**config.mk**
```make
export PLATFORM = sky130hd
export DESIGN_NAME = gpioIrqAggregator
export DESIGN_NICKNAME = d
export VERILOG_FILES = /design/src/rtl/gpioIrqPkg.sv /design/src/rtl/gpioIrqCtrl.sv /design/src/rtl/gpioIrqDatapath.sv /design/src/rtl/gpioIrqAggregator.sv
export SDC_FILE = /design/constraint.sdc
export NUM_CORES = 1
export LEC_CHECK = 0
export CAP_MARGIN = 20
export CELL_PAD_IN_SITES_DETAIL_PLACEMENT = 1
export CELL_PAD_IN_SITES_GLOBAL_PLACEMENT = 2
export CORE_ASPECT_RATIO = 1.4
export CORE_MARGIN = 4
export CORE_UTILIZATION = 39
export DETAILED_ROUTE_END_ITERATION = 8
export GPL_TIMING_DRIVEN = 0
export PLACE_DENSITY_LB_ADDON = 0.05
export SLEW_MARGIN = 25
export SYNTH_ARGS = -nofsm -noshare
export SYNTH_HDL_FRONTEND = slang
export SYNTH_SLANG_ARGS = --single-unit
```
**constraint.sdc**
```tcl
create_clock -name clk -period 2.25 [get_ports clk]
set_clock_uncertainty 0.15 [all_clocks]
set_input_delay 0.45 -clock clk [delete_from_list [all_inputs] [get_ports clk]]
set_output_delay 0.45 -clock clk [all_outputs]
set_load 0.005 [all_outputs]
```
**src/rtl/gpioIrqPkg.sv**
```systemverilog
package gpioIrqPkg;

  localparam int REG_SEL_W = 3;

  typedef enum logic [REG_SEL_W-1:0] {
    REG_DIR  = 3'd0,
    REG_OUT  = 3'd1,
    REG_IN   = 3'd2,
    REG_RISE = 3'd3,
    REG_FALL = 3'd4,
    REG_STAT = 3'd5,
    REG_BEN  = 3'd6,
    REG_NONE = 3'd7
  } regSel_e;

  // Write strobes from control to datapath
  typedef struct packed {
    logic dirWr;
    logic outWr;
    logic riseWr;
    logic fallWr;
    logic clrWr;
    logic benWr;
  } wrStrobe_t;

endpackage

```
**src/rtl/gpioIrqCtrl.sv**
```systemverilog
module gpioIrqCtrl
  import gpioIrqPkg::*;
#(
  parameter int NUM_BANKS  = 5,
  parameter int BANK_SEL_W = 3,
  parameter int DATA_W     = 16,
  localparam int ADDR_W    = REG_SEL_W + BANK_SEL_W
) (
  input  logic                  clk,
  input  logic                  hwRstN,
  input  logic                  swRst,
  input  logic                  wrEn,
  input  logic                  rdEn,
  input  logic [ADDR_W-1:0]     addr,
  input  logic [DATA_W-1:0]     readWord,
  output wrStrobe_t             strobe,
  output regSel_e               rdSel,
  output logic [BANK_SEL_W-1:0] bankSel,
  output logic [DATA_W-1:0]     rdData
);

  regSel_e regSel;
  logic    bankOk;
  logic    rdAllowed;

  always_comb begin
    regSel  = regSel_e'(addr[ADDR_W-1 -: REG_SEL_W]);
    bankSel = addr[BANK_SEL_W-1:0];
    bankOk  = int'(bankSel) < NUM_BANKS;
    rdSel   = regSel;
  end

  // The bank-enable register ignores the bank field
  assign rdAllowed = bankOk || (regSel == REG_BEN);

  always_comb begin
    strobe = '0;
    if (wrEn) begin
      unique case (regSel)
        REG_DIR:  strobe.dirWr  = bankOk;
        REG_OUT:  strobe.outWr  = bankOk;
        REG_RISE: strobe.riseWr = bankOk;
        REG_FALL: strobe.fallWr = bankOk;
        REG_STAT: strobe.clrWr  = bankOk;
        REG_BEN:  strobe.benWr  = 1'b1;
        default:  strobe = '0;
      endcase
    end
  end

  always_ff @(posedge clk or negedge hwRstN) begin
    if (!hwRstN) begin
      rdData <= '0;
    end else if (swRst) begin
      rdData <= '0;
    end else if (rdEn) begin
      rdData <= rdAllowed ? readWord : '0;
    end
  end

endmodule

```
**src/rtl/gpioIrqDatapath.sv**
```systemverilog
module gpioIrqDatapath
  import gpioIrqPkg::*;
#(
  parameter int NUM_BANKS  = 5,
  parameter int BANK_W     = 16,
  parameter int NUM_DIRECT = 8,
  parameter int BANK_SEL_W = 3,
  localparam int NUM_PINS  = NUM_BANKS * BANK_W
) (
  input  logic                  clk,
  input  logic                  hwRstN,
  input  wrStrobe_t             strobe,
  input  regSel_e               rdSel,
  input  logic [BANK_SEL_W-1:0] bankSel,
  input  logic [BANK_W-1:0]     wrData,
  input  logic [NUM_PINS-1:0]   pinIn,
  output logic [BANK_W-1:0]     readWord,
  output logic [NUM_PINS-1:0]   pinOut,
  output logic [NUM_PINS-1:0]   pinOe,
  output logic [NUM_DIRECT-1:0] pinReq,
  output logic [NUM_BANKS-1:0]  bankReq
);

  logic [NUM_PINS-1:0]  statFlat;
  logic [NUM_PINS-1:0]  rdVec;
  logic [NUM_BANKS-1:0] benVec;

  for (genvar b = 0; b < NUM_BANKS; b++) begin : g_bank
    logic [BANK_W-1:0] dirR, outR, riseR, fallR, statR;
    logic [BANK_W-1:0] syncA, syncB, prevR;
    logic [BANK_W-1:0] riseHit, fallHit, clrMask, rdW;
    logic              benR, hit;

    assign hit     = (int'(bankSel) == b);
    assign riseHit = syncB & ~prevR & riseR;
    assign fallHit = ~syncB & prevR & fallR;
    assign clrMask = (strobe.clrWr && hit) ? wrData : '0;

    always_ff @(posedge clk or negedge hwRstN) begin
      if (!hwRstN) begin
        dirR  <= '0;
        outR  <= '0;
        riseR <= '0;
        fallR <= '0;
        statR <= '0;
        syncA <= '0;
        syncB <= '0;
        prevR <= '0;
        benR  <= 1'b0;
      end else begin
        syncA <= pinIn[b*BANK_W +: BANK_W];
        syncB <= syncA;
        prevR <= syncB;
        if (strobe.dirWr && hit)  dirR  <= wrData;
        if (strobe.outWr && hit)  outR  <= wrData;
        if (strobe.riseWr && hit) riseR <= wrData;
        if (strobe.fallWr && hit) fallR <= wrData;
        if (strobe.benWr)         benR  <= wrData[b];
        // new edge takes priority over a clear
        statR <= (statR & ~clrMask) | riseHit | fallHit;
      end
    end

    always_comb begin
      unique case (rdSel)
        REG_DIR:  rdW = dirR;
        REG_OUT:  rdW = outR;
        REG_IN:   rdW = syncB;
        REG_RISE: rdW = riseR;
        REG_FALL: rdW = fallR;
        REG_STAT: rdW = statR;
        default:  rdW = '0;
      endcase
    end

    assign pinOe[b*BANK_W +: BANK_W]    = dirR;
    assign pinOut[b*BANK_W +: BANK_W]   = outR;
    assign statFlat[b*BANK_W +: BANK_W] = statR;
    assign rdVec[b*BANK_W +: BANK_W]    = rdW;
    assign benVec[b]                    = benR;
    assign bankReq[b]                   = benR & (|statR);
  end

  always_comb begin
    readWord = '0;
    for (int b = 0; b < NUM_BANKS; b++) begin
      if (int'(bankSel) == b) readWord = rdVec[b*BANK_W +: BANK_W];
    end
    if (rdSel == REG_BEN) readWord = BANK_W'(benVec);
  end

  assign pinReq = statFlat[NUM_DIRECT-1:0] & {NUM_DIRECT{benVec[0]}};

endmodule

```
**src/rtl/gpioIrqAggregator.sv**
```systemverilog
module gpioIrqAggregator
  import gpioIrqPkg::*;
#(
  parameter int NUM_BANKS   = 5,
  parameter int BANK_W      = 16,
  parameter int NUM_DIRECT  = 8,
  localparam int NUM_PINS   = NUM_BANKS * BANK_W,
  localparam int BANK_SEL_W = $clog2(NUM_BANKS),
  localparam int ADDR_W     = REG_SEL_W + BANK_SEL_W
) (
  input  logic                  clk,
  input  logic                  hwRstN,
  input  logic                  swRst,
  input  logic                  wrEn,
  input  logic                  rdEn,
  input  logic [ADDR_W-1:0]     addr,
  input  logic [BANK_W-1:0]     wrData,
  output logic [BANK_W-1:0]     rdData,
  input  logic [NUM_PINS-1:0]   pinIn,
  output logic [NUM_PINS-1:0]   pinOut,
  output logic [NUM_PINS-1:0]   pinOe,
  output logic [NUM_DIRECT-1:0] pinIrqA,
  output logic [NUM_DIRECT-1:0] pinIrqB,
  output logic [NUM_BANKS-1:0]  bankIrqA,
  output logic [NUM_BANKS-1:0]  bankIrqB
);

  wrStrobe_t               strobe;
  regSel_e                 rdSel;
  logic [BANK_SEL_W-1:0]   bankSel;
  logic [BANK_W-1:0]       readWord;
  logic [NUM_DIRECT-1:0]   pinReq;
  logic [NUM_BANKS-1:0]    bankReq;

  gpioIrqCtrl #(
    .NUM_BANKS (NUM_BANKS),
    .BANK_SEL_W(BANK_SEL_W),
    .DATA_W    (BANK_W)
  ) i_ctrl (
    .clk     (clk),
    .hwRstN  (hwRstN),
    .swRst   (swRst),
    .wrEn    (wrEn),
    .rdEn    (rdEn),
    .addr    (addr),
    .readWord(readWord),
    .strobe  (strobe),
    .rdSel   (rdSel),
    .bankSel (bankSel),
    .rdData  (rdData)
  );

  gpioIrqDatapath #(
    .NUM_BANKS (NUM_BANKS),
    .BANK_W    (BANK_W),
    .NUM_DIRECT(NUM_DIRECT),
    .BANK_SEL_W(BANK_SEL_W)
  ) i_datapath (
    .clk     (clk),
    .hwRstN  (hwRstN),
    .strobe  (strobe),
    .rdSel   (rdSel),
    .bankSel (bankSel),
    .wrData  (wrData),
    .pinIn   (pinIn),
    .readWord(readWord),
    .pinOut  (pinOut),
    .pinOe   (pinOe),
    .pinReq  (pinReq),
    .bankReq (bankReq)
  );

  // Two targets receive identical request copies
  assign pinIrqA  = pinReq;
  assign pinIrqB  = pinReq;
  assign bankIrqA = bankReq;
  assign bankIrqB = bankReq;

endmodule

```
Yosys cells after proc, flatten, opt, wreduce, memory -nomap -nowiden:

Index checks and enable logic that the tools add are counted.

* bits in registers: 661
* input port bits: 107
* output and inout bits: 202
* logic and storage cells: 173

* $lt $le $gt $ge: 1
* eq/ne operators: 10
* mux-type cells: 26
* bitwise gates (word level): 56
* reductions and logical operators: 34

Operator list (number)
* $pmux W16 S6: 5
* $and A16 B16 Y16: 25
* $not A16 Y16: 15
* $mux W16: 14
* $or A16 B16 Y16: 10
* $reduce_or A16 Y1: 5
* $logic_and A1 B1 Y1: 25
* $eq A3 B3 Y1 const B: 6
* $eq A3 B2 Y1 const B: 3
* $and A8 B8 Y8: 1
* $logic_not A3 Y1: 2
* $mux W1: 6
* $mux W6: 1
* $and A1 B1 Y1: 5
* $eq A3 B1 Y1 const B: 1
* $lt A3 B3 Y1 const B: 1
* $reduce_bool A2 Y1: 1
* $logic_or A1 B1 Y1: 1

Logic depth before layout (Yosys ltp):

* depth in word-level cells: 11
* depth in mapped cells: 10
* depth with buffers taken out: 6

Cells and area by module:

A second synthesis with hierarchy kept.

* cell total of the unflattened synthesis: 2255
* area total of the unflattened synthesis: 28242.1 um^2

By module, submodules not included
* gpioIrqDatapath: instances 1, cells an instance 2169, area an instance 27312.4 um^2
* gpioIrqCtrl: instances 1, cells an instance 73, area an instance 832.0 um^2
* gpioIrqAggregator: instances 1, cells an instance 13, area an instance 97.6 um^2

Worst setup path before layout:

Ideal clock, no wire load.

* path type: input to register
* from: input addr[4]
* to: register i_datapath.g_bank[4].dirR[10]
* library setup time: 0.128 ns
* arrival time: 1.948 ns
* data required time: 1.972 ns
* setup slack: 0.024 ns
* cell stages on the path: 7
* cells stage by stage: buf_4 > nor3_2 > and3_1 > buf_2 > nand2_2 > buf_2 > mux2_1

* cells in the longest elaborated chain, start to end: 4

Ends and longest elaborated chain
* start, declared: RTL line gpioIrqAggregator.sv:16 `input logic [ADDR_W-1:0] addr,`
* $logic_not A3 Y1: RTL line gpioIrqCtrl.sv:39 `unique case (regSel)`
* $mux W1: RTL line gpioIrqCtrl.sv:39
* $mux W6: RTL line gpioIrqCtrl.sv:38 `if (wrEn) begin`
* $logic_and A1 B1 Y1: RTL line gpioIrqDatapath.sv:54 `if (strobe.dirWr && hit) dirR <= wrData;`
* end signal, assigned: RTL line gpioIrqDatapath.sv:54
* end, declared: RTL line gpioIrqDatapath.sv:29 `logic [BANK_W-1:0] dirR, outR, riseR, fallR, statR;`

No other way between the ends.
A chain may end at the register's enable or synchronous reset.

Final worst setup path:

* from: register i_datapath.g_bank[3].statR[11]
* to: output bankIrqB[3]

* cells in the longest elaborated chain, start to end: 2

Ends and longest elaborated chain
* start, declared: RTL line gpioIrqDatapath.sv:29
* start signal, assigned: RTL line gpioIrqDatapath.sv:60 `statR <= (statR & ~clrMask) | riseHit | fallHit;`
* $reduce_or A16 Y1: RTL line gpioIrqDatapath.sv:81 `assign bankReq[b] = benR & (|statR);`
* $and A1 B1 Y1: RTL line gpioIrqDatapath.sv:81
* end, declared: RTL line gpioIrqAggregator.sv:25 `output logic [NUM_BANKS-1:0] bankIrqB`

No other way between the ends.

==> flow_summary.toml <==
[grt]
grt_util_all_layers = 0.310
antenna_found_initial = 6
grt_pass1_wl_um = 166000
grt_pass1_vias = 22300
grt_overflow_total = 0
grt_max_degree = 93

[final_layout]
most-common-layout-cells = "dfrtp_1 (636), clkdlybuf4s50_1 (269), nand2_1 (266), mux2_2 (255), mux2_1 (104)"
nets = 2698
nFillCells = 7223
layout_commonest_cell = "dfrtp_1"
drive_gt1_frac = 0.264
fin_area_um2 = 35800
multi_input_area_um2 = 10800
area_growth_pct = 29.7
seqCellArea_um2 = 16600
final_util = 0.510

[pwr]
power_leakage_nw = 15.9
peakVddDrop_mv = 0.717
p_per_area_nw_per_um2 = 841
power_mw = 30.2

[outcome]
status = "finished, violations left"
violations = "hold timing, setup timing"

[placement]
hpwl_um = 83700
dpl_worst_slack_ps = -2030
port-buffer-count = 300
dpl_cell_area_um2 = 32100
gp_congestion = 0.891

[clock_network]
clk_latency_ps = 630
clk_pin_slew_ps = 70
cts_root_buf = "clkbuf_16"
numCtsBuffers = 69
clockBufferDepth = 3
cts_htree_levels = 3
cts_tree = "yes"
cts_sinks = 661

[run]
max_cap_viol_count = 0

[worst_setup_path]
r2r-end = "i_ctrl.rdData[4]"
critical_path_arrival_ps = 2220
r2r_slack_ps = 160
worst_path_largest_cell_delay_ps = 580
reg2reg_depth = 6
crit_path_max_fanout = 3
critPathKind = "flop to output port"
timing.rr.start = "i_datapath.g_bank[0].statR[4]"
required_ps = 1650
end_kind = "output port"
path_cells = "nor4_4, a41oi_2, buf_4, buf_6"
critPathLaunchType = "flop"
crit_slowest_cell = "nor4_4"

[drt]
dr.first_iter.drc_count = 1555
vias_per_cell = 5.80
wirelength_um = 117000
post_drt_wl_per_cell_um = 32.7
drc = 0
vias = 20800
dr.pass1.iters = 5
ant_nets = 0

[die]
die_area_um2 = 75200
start_util = 0.393
core_um2 = 70200
rows = 115
fp.dieW_um = 233
die_h_um = 323
ios = 309

[yosys]
ys_seq_area_frac = 0.599
syn_area_um2 = 27600
yosysUniqueCellTypes = 55
synth-main-ff-cell = "dfrtp_1"
synth.top_cell.area_share = 0.599
ys_ff_latch = 661
yosys_warnings = 0
synth_area_leaders = "dfrtp_1 (60%), mux2_2 (10%), mux2_1 (4.2%)"
synth_area_leader_cell = "dfrtp_1"
avgSynthCellArea_um2 = 12.7
synth-edff-count = 0
synthArstFlopShare = 1.00
synth_nets = 2276
postSynthCellCount = 2169

[sta]
slew_violations = 0
period_share = 1.25
hold_viol = 180
slew_headroom = 0.352
layout_min_cycle_time_ps = 2820
layout_setup_ws_ps = -568
fmax_ghz = 0.355
holdWs_ps = -515
tightestPinTransition_ps = 971
grt_setup_unrepaired = "yes"
finalSetupViolations = 17

[min_path]
hp-class = "primary input to async pin"
## where the power goes
part           switching [mW]  internal (mW)
combinational            2.06           2.16
clock                    4.99           7.12
sequential              0.978           12.8
total                    8.03           22.1
## stage by stage
| stage | cells | TNS, ps |
|---|---|---|
| finish | 3584 | -4140 |
| global route | 3583 | -4720 |
| CTS | 3581 | -5410 |
| detailed placement | 3416 | -498780 |
| global placement | 3405 | - |
| floorplan | 2169 | 0 |
## cells by family (layout without fill, tap and decap cells)
family,count (synthesis),count (layout),share of synthesized area
buffers and inverters,161,638,0.0293
multiplexers,464,464,0.192
other,0,2,0
AO/OA/AOI/OAI,368,368,0.0897
flip-flops,661,661,0.599
AND/OR/NAND/NOR,515,515,0.0906
## Yosys cell counts (all sizes together), types with 16 or more instances
master and count:
o221ai 28, a21oi 95, mux4 16, a221oi 17, o211ai 95, nor4 20, o21ai 49, a22oi 36
buf 89, mux2 359, dfrtp 661, nand3b 80, nor2 69, clkbuf 62, mux2i 89, nand2 288
## layout make-up
type                       instances  area share
clock inverter                    23     0.00754
inverter                          10     0.00119
buffer                           146      0.0319
tap                              936      0.0327
clock buffer                     103      0.0591
sequential                       661       0.462
antenna                            2    0.000140
multi-input combinational       1347       0.302
timing repair buffer             356       0.103
## sequential cells by signal, summed over array words and instances (netlist names)
name,flops
i_ctrl.rdData,16
i_datapath.g_bank.benR,5
i_datapath.g_bank.dirR,80
i_datapath.g_bank.fallR,80
i_datapath.g_bank.outR,80
i_datapath.g_bank.prevR,80
i_datapath.g_bank.riseR,80
i_datapath.g_bank.statR,80
i_datapath.g_bank.syncA,80
i_datapath.g_bank.syncB,80
## per-layer routing
metal | global-route usage | wire, µm | vias up
met4 | 0.115 | 5030 | 2
li1 | - | - | 8709
met3 | 0.0510 | 7110 | 218
met1 | 0.400 | 47300 | 11100
met5 | 0 | 13 | -
met2 | 0.526 | 57800 | 785
## worst max-delay path by stage
stage / from / end / cells past startpoint
CTS: i_datapath.g_bank[3].statR[8] / bankIrqB[3] / 4
finish: i_datapath.g_bank[3].statR[11] / bankIrqB[3] / 4
floorplan: addr[4] / i_datapath.g_bank[4].dirR[10] / 7
global route: i_datapath.g_bank[3].statR[11] / bankIrqB[3] / 4
detailed placement: addr[1] / i_datapath.g_bank[4].statR[11] / 9
global placement: hwRstN / i_datapath.g_bank[3].syncA[0] / 1
## timing repair
action	CTS	global route
setup endpoints to repair	454	183
pin swaps	22	14
buffers inserted	41	5
endpoints found under the hold margin	180	180
gates resized for setup	350	50
gates cloned	1	0
## worst max-delay path: cells and delay by family (launching register included)
kind	cells	cell delay (ps)
and+or+nand+nor	1	580
AOI/OAI and AO/OA	1	280
DFF	1	420
buffers and inverters	2	310
Note: power is estimated with default switching activity, not from simulation.
